**src/rtl/nvm_ctrl_pkg.sv**
```systemverilog
package nvm_ctrl_pkg;

    typedef enum logic [1:0] {
        SEL_CTRL = 2'd0,
        SEL_ADDR = 2'd1,
        SEL_DATA = 2'd2,
        SEL_NONE = 2'd3
    } reg_sel_e;

    typedef enum logic [1:0] {
        PGM_ERASE_WRITE = 2'd0,
        PGM_ERASE       = 2'd1,
        PGM_WRITE       = 2'd2,
        PGM_RSVD        = 2'd3
    } pgm_mode_e;

    // control register bit positions
    localparam int CB_RD   = 0;
    localparam int CB_PG   = 1;
    localparam int CB_MS   = 2;
    localparam int CB_IE   = 3;
    localparam int CB_MODE = 4;

endpackage

```
**src/rtl/nvm_countdown.sv**
```systemverilog
module nvm_countdown #(
    parameter int W = 4
) (
    input  logic         clk,
    input  logic         rst_n,
    input  logic         load,
    input  logic [W-1:0] load_val,
    output logic [W-1:0] count,
    output logic         active
);

    logic [W-1:0] cnt_d, cnt_q;

    always_comb begin
        if (load) begin
            cnt_d = load_val;
        end else if (cnt_q != '0) begin
            cnt_d = cnt_q - 1'b1;
        end else begin
            cnt_d = cnt_q;
        end
    end

    always_ff @(posedge clk or negedge rst_n) begin
        if (!rst_n) begin
            cnt_q <= '0;
        end else begin
            cnt_q <= cnt_d;
        end
    end

    assign count  = cnt_q;
    assign active = (cnt_q != '0);

endmodule

```
**src/rtl/nvm_array.sv**
```systemverilog
module nvm_array #(
    parameter int ADDR_W = 6,
    parameter int DATA_W = 8
) (
    input  logic              clk,
    input  logic              rst_n,
    input  logic              we,
    input  logic [ADDR_W-1:0] addr,
    input  logic [DATA_W-1:0] wdata,
    output logic [DATA_W-1:0] rdata
);

    localparam int DEPTH = 1 << ADDR_W;

    logic [DATA_W-1:0] mem_q [DEPTH];

    // model starts erased; a write lands at the end of the busy time
    always_ff @(posedge clk or negedge rst_n) begin
        if (!rst_n) begin
            for (int i = 0; i < DEPTH; i++) begin
                mem_q[i] <= '1;
            end
        end else if (we) begin
            mem_q[addr] <= wdata;
        end
    end

    assign rdata = mem_q[addr];

endmodule

```
**src/rtl/nvm_ctrl.sv**
```systemverilog
module nvm_ctrl
    import nvm_ctrl_pkg::*;
#(
    parameter int ADDR_W        = 6,
    parameter int DATA_W        = 8,
    parameter int ARM_CYCLES    = 4,
    parameter int WR_STALL      = 2,
    parameter int RD_STALL      = 4,
    parameter int T_ERASE_WRITE = 12,
    parameter int T_ERASE       = 8,
    parameter int T_WRITE       = 6
) (
    input  logic              clk,
    input  logic              rst_n,
    input  logic              bus_wr,
    input  logic [1:0]        bus_sel,
    input  logic [DATA_W-1:0] bus_wdata,
    output logic [DATA_W-1:0] bus_rdata,
    input  logic              gie,
    output logic              cpu_stall,
    output logic              ready_irq
);

    localparam int T_PGM_MAX = (T_ERASE_WRITE > T_ERASE)
                             ? ((T_ERASE_WRITE > T_WRITE) ? T_ERASE_WRITE : T_WRITE)
                             : ((T_ERASE > T_WRITE) ? T_ERASE : T_WRITE);
    localparam int T_AUX_MAX = (ARM_CYCLES > WR_STALL)
                             ? ((ARM_CYCLES > RD_STALL) ? ARM_CYCLES : RD_STALL)
                             : ((WR_STALL > RD_STALL) ? WR_STALL : RD_STALL);
    localparam int T_MAX     = (T_PGM_MAX > T_AUX_MAX) ? T_PGM_MAX : T_AUX_MAX;
    localparam int CNT_W     = $clog2(T_MAX + 1);
    localparam int CTRL_W    = CB_MODE + 2;

    typedef struct packed {
        logic              irq_en;
        logic [1:0]        mode;
        logic              rd_flag;
        logic [ADDR_W-1:0] addr;
        logic [DATA_W-1:0] data;
        logic [DATA_W-1:0] wcap;
        pgm_mode_e         mcap;
    } state_t;

    state_t st_d, st_q;

    logic              ctrl_wr, addr_wr, data_wr;
    logic              pg_req, rd_req, ms_req;
    logic              start, do_read, commit;
    logic              busy, master;
    logic [CNT_W-1:0]  busy_cnt, arm_cnt, stall_cnt;
    logic [CNT_W-1:0]  dur, arm_val, stall_val;
    logic              arm_load, stall_load;
    pgm_mode_e         req_mode;
    logic [DATA_W-1:0] arr_rdata, arr_wdata;

    // ---------------- request decode ----------------
    always_comb begin
        ctrl_wr  = bus_wr && (bus_sel == SEL_CTRL);
        addr_wr  = bus_wr && (bus_sel == SEL_ADDR);
        data_wr  = bus_wr && (bus_sel == SEL_DATA);
        pg_req   = ctrl_wr && bus_wdata[CB_PG];
        rd_req   = ctrl_wr && bus_wdata[CB_RD];
        ms_req   = ctrl_wr && bus_wdata[CB_MS];
        req_mode = pgm_mode_e'(bus_wdata[CB_MODE +: 2]);
        start    = pg_req && master && !busy;
        do_read  = rd_req && !busy && !start;
        commit   = busy && (busy_cnt == CNT_W'(1));
    end

    always_comb begin
        unique case (req_mode)
            PGM_ERASE: dur = CNT_W'(T_ERASE);
            PGM_WRITE: dur = CNT_W'(T_WRITE);
            default:   dur = CNT_W'(T_ERASE_WRITE);
        endcase
        arm_load   = start || ms_req;
        arm_val    = start ? '0 : CNT_W'(ARM_CYCLES);
        stall_load = start || do_read;
        stall_val  = start ? CNT_W'(WR_STALL) : CNT_W'(RD_STALL);
    end

    // ---------------- timers ----------------
    nvm_countdown #(.W(CNT_W)) arm_tmr_i (
        .clk(clk), .rst_n(rst_n), .load(arm_load), .load_val(arm_val),
        .count(arm_cnt), .active(master)
    );

    nvm_countdown #(.W(CNT_W)) busy_tmr_i (
        .clk(clk), .rst_n(rst_n), .load(start), .load_val(dur),
        .count(busy_cnt), .active(busy)
    );

    nvm_countdown #(.W(CNT_W)) stall_tmr_i (
        .clk(clk), .rst_n(rst_n), .load(stall_load), .load_val(stall_val),
        .count(stall_cnt), .active(cpu_stall)
    );

    // ---------------- array ----------------
    always_comb begin
        unique case (st_q.mcap)
            PGM_ERASE: arr_wdata = '1;
            PGM_WRITE: arr_wdata = arr_rdata & st_q.wcap;
            default:   arr_wdata = st_q.wcap;
        endcase
    end

    nvm_array #(.ADDR_W(ADDR_W), .DATA_W(DATA_W)) array_i (
        .clk(clk), .rst_n(rst_n), .we(commit), .addr(st_q.addr),
        .wdata(arr_wdata), .rdata(arr_rdata)
    );

    // ---------------- register next state ----------------
    always_comb begin
        st_d         = st_q;
        st_d.rd_flag = do_read;
        if (ctrl_wr) begin
            st_d.irq_en = bus_wdata[CB_IE];
            st_d.mode   = bus_wdata[CB_MODE +: 2];
        end
        if (addr_wr && !busy) begin
            st_d.addr = bus_wdata[ADDR_W-1:0];
        end
        if (do_read) begin
            st_d.data = arr_rdata;
        end else if (data_wr) begin
            st_d.data = bus_wdata;
        end
        if (start) begin
            st_d.wcap = st_q.data;
            st_d.mcap = req_mode;
        end
    end

    always_ff @(posedge clk or negedge rst_n) begin
        if (!rst_n) begin
            st_q <= '0;
        end else begin
            st_q <= st_d;
        end
    end

    // ---------------- outputs ----------------
    always_comb begin
        bus_rdata = '0;
        unique case (reg_sel_e'(bus_sel))
            SEL_CTRL: bus_rdata[CTRL_W-1:0] = {st_q.mode, st_q.irq_en, master, busy, st_q.rd_flag};
            SEL_ADDR: bus_rdata[ADDR_W-1:0] = st_q.addr;
            SEL_DATA: bus_rdata             = st_q.data;
            default:  bus_rdata             = '0;
        endcase
    end

    assign ready_irq = st_q.irq_en && gie && !busy;

    logic unused_ok;
    assign unused_ok = ^{bus_wdata, arm_cnt, stall_cnt};

endmodule

```
**config.mk**
```make
export PLATFORM = sky130hd
export DESIGN_NAME = nvm_ctrl
export DESIGN_NICKNAME = d
export VERILOG_FILES = /design/src/rtl/nvm_ctrl_pkg.sv /design/src/rtl/nvm_countdown.sv /design/src/rtl/nvm_array.sv /design/src/rtl/nvm_ctrl.sv
export SDC_FILE = /design/constraint.sdc
export NUM_CORES = 1
export LEC_CHECK = 0
export ABC_AREA = 1
export BUFFER_PORTS_ARGS = -buffer_cell sky130_fd_sc_hd__buf_2
export CAP_MARGIN = 30
export CORE_ASPECT_RATIO = 0.7
export CORE_MARGIN = 5
export CORE_UTILIZATION = 50
export DETAILED_ROUTE_END_ITERATION = 7
export PLACE_DENSITY = 0.65
export SYNTH_ARGS = -nofsm -noshare
export SYNTH_HDL_FRONTEND = slang
export SYNTH_SLANG_ARGS = --single-unit
```
**constraint.sdc**
```tcl
create_clock -name clk -period 3.7 [get_ports clk]
set_input_delay 0.74 -clock clk [delete_from_list [all_inputs] [get_ports clk]]
set_output_delay 0.74 -clock clk [all_outputs]
set_load 0.02 [all_outputs]
```
[Word level (Yosys, flattened, before mapping)]
Cells that the tools add are included.
Operators by class
  reductions and logical operators: 27
  multiply operators: 0
  bitwise logic cells: 2
  mux-type cells: 20
  div/mod/pow operators: 0
  add/sub/neg operators: 3
  shift-type cells: 0
  equal/unequal tests: 7
  $lt $le $gt $ge: 2
Operator list (number)
  $bwmux 512: 1
  $bmux 8 s6: 1
  $demux 8 s6: 1
  $mux 8: 5
  $mux 4: 6
  $pmux 6 s3: 1
  $pmux 8 s2: 1
  $logic_and 1x1->1: 15
  $reduce_bool 4->1: 3
  $sub 4x1->4 const B: 3
  $and 8x8->8: 1
  $pmux 4 s2: 1
  $reduce_bool 2->1: 4
  $ge 7x7->1 const B: 1
  $lt 7x1->1 const B: 1
  $not 6->7: 1
  $eq 2x1->1 const B: 3
  $eq 2x2->1 const B: 3
  $mux 3: 2
  $eq 4x1->1 const B: 1
  $logic_not 1->1: 2
  $logic_not 2->1: 1
  $logic_or 1x1->1: 2
  $mux 2: 1
Storage, ports and cells
  RAM bits: 0
  bits in read-only memories: 0
  memories: 0
  bits in latches: 0
  output and inout port bits: 10
  register bits: 552
  word-level logic and storage cells: 135

[Logic depth before layout (Yosys ltp)]
  word-level depth: 9
  gate-level depth with buffers: 16
  depth with buffers taken out: 13

[Modules after synthesis]
A second synthesis with hierarchy kept.
Second synthesis, totals
  cells, all modules: 3630
  area total of the unflattened synthesis: 27196.1 µm²
By module, submodules not included
  nvm_array: cells an instance 3317, times used 1, sequential area each 13452.9 µm², area each 24851.3 µm²
  nvm_ctrl: cells an instance 211, times used 1, sequential area each 700.7 µm², area each 1560.2 µm²
  nvm_countdown: cells an instance 34, times used 3, sequential area each 100.1 µm², area each 261.5 µm²

[Worst setup path before layout]
No wires, ideal clock.
  path kind: in2reg
  from: in bus_sel[0]
  to: reg st_q[11] in the netlist's numbering
  setup slack: 1.433 ns
  cell stages on the path: 11
  setup time: 0.120 ns
  required time: 3.580 ns
  arrival time: 2.147 ns
  buffers on the path: 1
  path through: nor2_4 nand2_1 nor3_1 nand2_1 nand2_1 nand2_1 nand2_1 buf_2 nand3_1 o211ai_1 inv_1
On the way
  word-level cells in the longest chain between the ends: 8
RTL lines
  from (decl): RTL line nvm_ctrl.sv:16  | input logic [1:0] bus_sel,
  $logic_not 2->1: RTL line nvm_ctrl.sv:58  | ctrl_wr = bus_wr && (bus_sel == SEL_CTRL);
  $logic_and 1x1->1: RTL line nvm_ctrl.sv:58
  $logic_and 1x1->1: RTL line nvm_ctrl.sv:61  | pg_req = ctrl_wr && bus_wdata[CB_PG];
  $logic_and 1x1->1 (2 in series): RTL line nvm_ctrl.sv:65  | start = pg_req && master && !busy;
  $logic_not 1->1: RTL line nvm_ctrl.sv:66  | do_read = rd_req && !busy && !start;
  $logic_and 1x1->1: RTL line nvm_ctrl.sv:66
  $mux 8 or $reduce_bool 2->1 (tied branches)
  to (signal assigned): RTL line nvm_ctrl.sv:138  | st_q <= st_d;
  to (decl): RTL line nvm_ctrl.sv:44  | state_t st_d, st_q;
Parallel ways exist; a longest one is shown, timed or not.
A chain may end at the register's enable or synchronous reset.

[Worst setup path in the final report]
  from: reg st_q[18] in the netlist's numbering
  to: reg array_i.mem_q[10] in the netlist's numbering
On the way
  word-level cells in the longest chain between the ends: 7
RTL lines
  $not 6->7 (implied by the code) (*): RTL line nvm_array.sv:24, nvm_array.sv:28
  $bmux 8 s6: RTL line nvm_array.sv:28  | assign rdata = mem_q[addr];
  $mux 8 (implied by the code) (2 in series): RTL line nvm_array.sv:28
  $and 8x8->8: RTL line nvm_ctrl.sv:102  | PGM_WRITE: arr_wdata = arr_rdata & st_q.wcap;
  $pmux 8 s2: RTL line nvm_ctrl.sv:100  | unique case (st_q.mcap)
  $bwmux 512 (*): RTL line nvm_array.sv:24  | mem_q[addr] <= wdata;
  to (signal, indexed assignment): RTL line nvm_array.sv:24
  to (decl): RTL line nvm_array.sv:15  | logic [DATA_W-1:0] mem_q [DEPTH];
Every way passes the cells marked *; elsewhere a longest branch is shown, timed or not. The select of a mux whose other input is x is not followed.

==> summary.md <==
| Metric | Value |
|---|---|
| CTS buffer count | `55` |
| Ys flop type | `dfstp_2` |
| Run status | `finished, final reports clean` |
| Yosys cell types | `34` |
| Pre-Repair DR Iteration Count | `7` |
| PwrDens | `807 nW/um^2` |
| Pin count of the biggest net entering global routing | `84` |
| RePlAce Congestion | `between 0.8 and 0.9` |
| Post-CTS Resized | `0` |
| Starting DRT DRC Count | `3099` |
| Multi-input logic area | `approximately 13000 um^2` |
| Synthesis warning total | `0` |
| Commonest non-fill, non-tap cells in the layout | `1727 x nand2_1, 757 x nand3_1, 539 x inv_1` |
| Minimum clock period | `3340 ps` |
| Number of synthesized flops with an enable pin | `0` |
| Hold buffer count at cts | `0` |
| Grt ovf | `0` |
| Area grow syn2layout | `10.1%` |
| Mapped Area | `30600 um^2` |
| Num ports | `24` |
| HP Start | `bus_wdata[5]` |
| Initial antenna violation count | `2` |
| Core Region | `60200 um^2` |
| Critical path peak fanout | `25` |
| Hpwl dp | `a little over 60 mm` |
| Tot GR Track Use | `slightly below 30%` |
| Final slew viol count | `0` |
| Clock transition at path regs | `70 ps` |
| Final Hold Viols | `0` |
| CP arrival | `approximately 4000 ps` |
| Register-to-register path setup slack | `between 300 and 400 ps` |
| Final setup TNS | `0 ps` |
| Synthesized instance count | `4181` |
| Min-Delay Path Depth | `3` |
| FF-to-FF Start | `st_q[18]` |
| Vias in the first global route | `25.3k` |
| Register area share after synthesis | `47.3%` |
| Fillers | `5670` |
| Mean Syn Cell Area | `7.31 um^2` |
| FP Rows | `75` |
| Worst setup SP type | `flop` |
| Non-Filler Instances | `4999` |
| ANT cells | `0` |
| Initial Util | `50.8%` |
| Die H | `217 um` |
| Hold Crit Class | `in2reg` |
| Die area | `66300 um^2` |
| Drc violations | `0` |
| Most common cell after layout, fill and taps aside | `nand2_1` |
| Register area | `14500 um^2` |
| Asr flop ratio synth | `100%` |
| Crit. End Element | `flop` |
| Worst Setup Path Type | `reg2reg` |
| Fin nets | `4167` |
| Clk_skew | `19.0 ps` |
| Drt wl/cell | `19.7 um` |
| Antenna Nets Post-Route | `0` |
| FF+latch count, synth | `roughly 550` |
| Root Driver | `clkbuf_16` |
| Via count | `27.3k` |
| RSZ-0062 raised after global routing | `false` |
| Max Freq | `roughly 300 MHz` |
| Total wire length | `98.5 mm` |
| Max-Cap Viols | `0` |
| Clk sinks | `552` |
| Slew @ Worst Pin | `about 900 ps` |
| WP data required | `between 4000 and 5000 ps` |
| Global-route wire length before repair | `155 mm` |
| Die X | `306 um` |
| Fin crit share | `~90%` |
| Worst relative slew slack | `39.9%` |
| Post-Syn Nets | `4203` |
| Postcts setup bufs | `0` |
| Leak pwr | `16.5 nW` |
| CTS tree | `done` |
| Share of layout cells above drive strength 1 | `between 20% and 30%` |
| Reg2reg path depth | `14` |
| Clock latency on the worst-skew pair | `640 ps` |
| Max IR drop VDD | `between 0.9 and 1 mV` |
| Final setup fails | `0` |
| RR Endpoint | `array_i.mem_q[10]` |
| WHS Endpoint | `busy_tmr_i.count[2]` |
| PortBufs | `23` |
| Placed Cells | `4895` |
| CTS H-tree lvls | `2` |
| Max Root-Sink Buffers | `3` |
| Vias per inst | `5.46` |
routing by layer:
metal | share of wire, % | vias up | wire length [um] | GRT usage [%]
met1 | 45 | 12900 | 44200 | 45.6
met5 | 0 | - | 0 | 0
met2 | 41 | 1393 | 40200 | 41.2
met3 | 12 | 192 | 11400 | 7.28
li1 | - | 12800 | - | -
met4 | 2.8 | 0 | 2760 | 7.77
sequential cells by signal, summed over array words and instances (netlist names):
signal             flops
array_i.mem_q        512
st_q                  28
arm_tmr_i.count        4
busy_tmr_i.count       4
stall_tmr_i.count      4
through the flow:
| step | area, um^2 | power [mW] | utilization, % | hold slack, ps | worst slack (ps) |
|---|---|---|---|---|---|
| after floorplan | 30600 | 15.3 | - | 444 | 1430 |
| after global placement | 31700 | 20.6 | 52.7 | 453 | 503 |
| after detailed placement | 31700 | 20.7 | 52.7 | 455 | 468 |
| after CTS | 33600 | 26.7 | 55.9 | 316 | 445 |
| after global routing | 33700 | 28.2 | 55.9 | 357 | 285 |
| final | 33700 | 27.2 | 55.9 | 337 | 364 |
Yosys cell counts (2+ instances only):
master / instances / area, um^2
nand2_1: 1735 / 6510
nand3_1: 757 / 3790
inv_1: 540 / 2030
dfstp_2: 512 / 13500
clkbuf_1: 77 / 289
inv_2: 73 / 274
nor2_1: 70 / 263
buf_2: 63 / 315
o21ai_0: 58 / 290
o21ai_1: 44 / 220
nor3_4: 43 / 699
dfrtp_1: 40 / 1000
or2_2: 32 / 200
buf_4: 30 / 225
buf_6: 24 / 270
nor3_2: 15 / 150
o211ai_1: 10 / 75.1
ha_1: 8 / 100
nor2_2: 7 / 43.8
nor3_1: 6 / 30.0
o221ai_1: 6 / 52.6
xor2_1: 5 / 43.8
nand2_2: 4 / 25.0
nand2_4: 4 / 45.0
nor2_8: 4 / 80.1
nor2_4: 3 / 33.8
a21oi_1: 2 / 10.0
inv_4: 2 / 12.5
o22ai_1: 2 / 12.5
how the worst max path moves through the flow:
stage                              end  slack [ps]       start
floorplan                     st_q[11]        1430  bus_sel[0]
global placement              st_q[10]         500  bus_sel[0]
detailed placement  array_i.mem_q[324]         470    st_q[18]
CTS                 array_i.mem_q[324]         450    st_q[18]
global route        array_i.mem_q[290]         290    st_q[18]
finish               array_i.mem_q[10]         360    st_q[18]
cell families after synthesis:
| family | share of synthesized area, % |
|---|---|
| AND/OR/NAND/NOR | 38.8 |
| buffers and inverters | 11.2 |
| flip-flops | 47.3 |
| AO/OA/AOI/OAI | 2.26 |
| adder cells (fa/ha/maj) | 0.327 |
| XOR/XNOR | 0.143 |
worst max-delay path, stage by stage, from the launching register on:
cell and delay (ps):
dfrtp_4 610, inv_6 310, buf_12 210, nand2_1 70, nand3_1 80, nand2_1 60
o21ai_0 390, nand2_1 190, nor2_1 360, nand2_1 120, nand2_1 120, nand2_4 260
buf_12 270, nand3_1 90, nand2_1 70
power breakdown:
| part | switching [mW] | internal (mW) | total [mW] |
|---|---|---|---|
| Combinational | 10.9 | 3.03 | 13.9 |
| Clock | 2.54 | 3.44 | 5.98 |
| Sequential | 0.396 | 6.85 | 7.25 |
| Total | 13.9 | 13.3 | 27.2 |
final cells by class:
type	count	share of cell area [%]
Multi-Input combinational cell	2820	38.1
Clock buffer	88	5.08
Clock inverter	15	0.565
Tap cell	808	3.00
Timing Repair Buffer	101	3.47
Sequential cell	552	42.9
Inverter	615	6.89
Note: power is estimated with default switching activity, not from simulation.
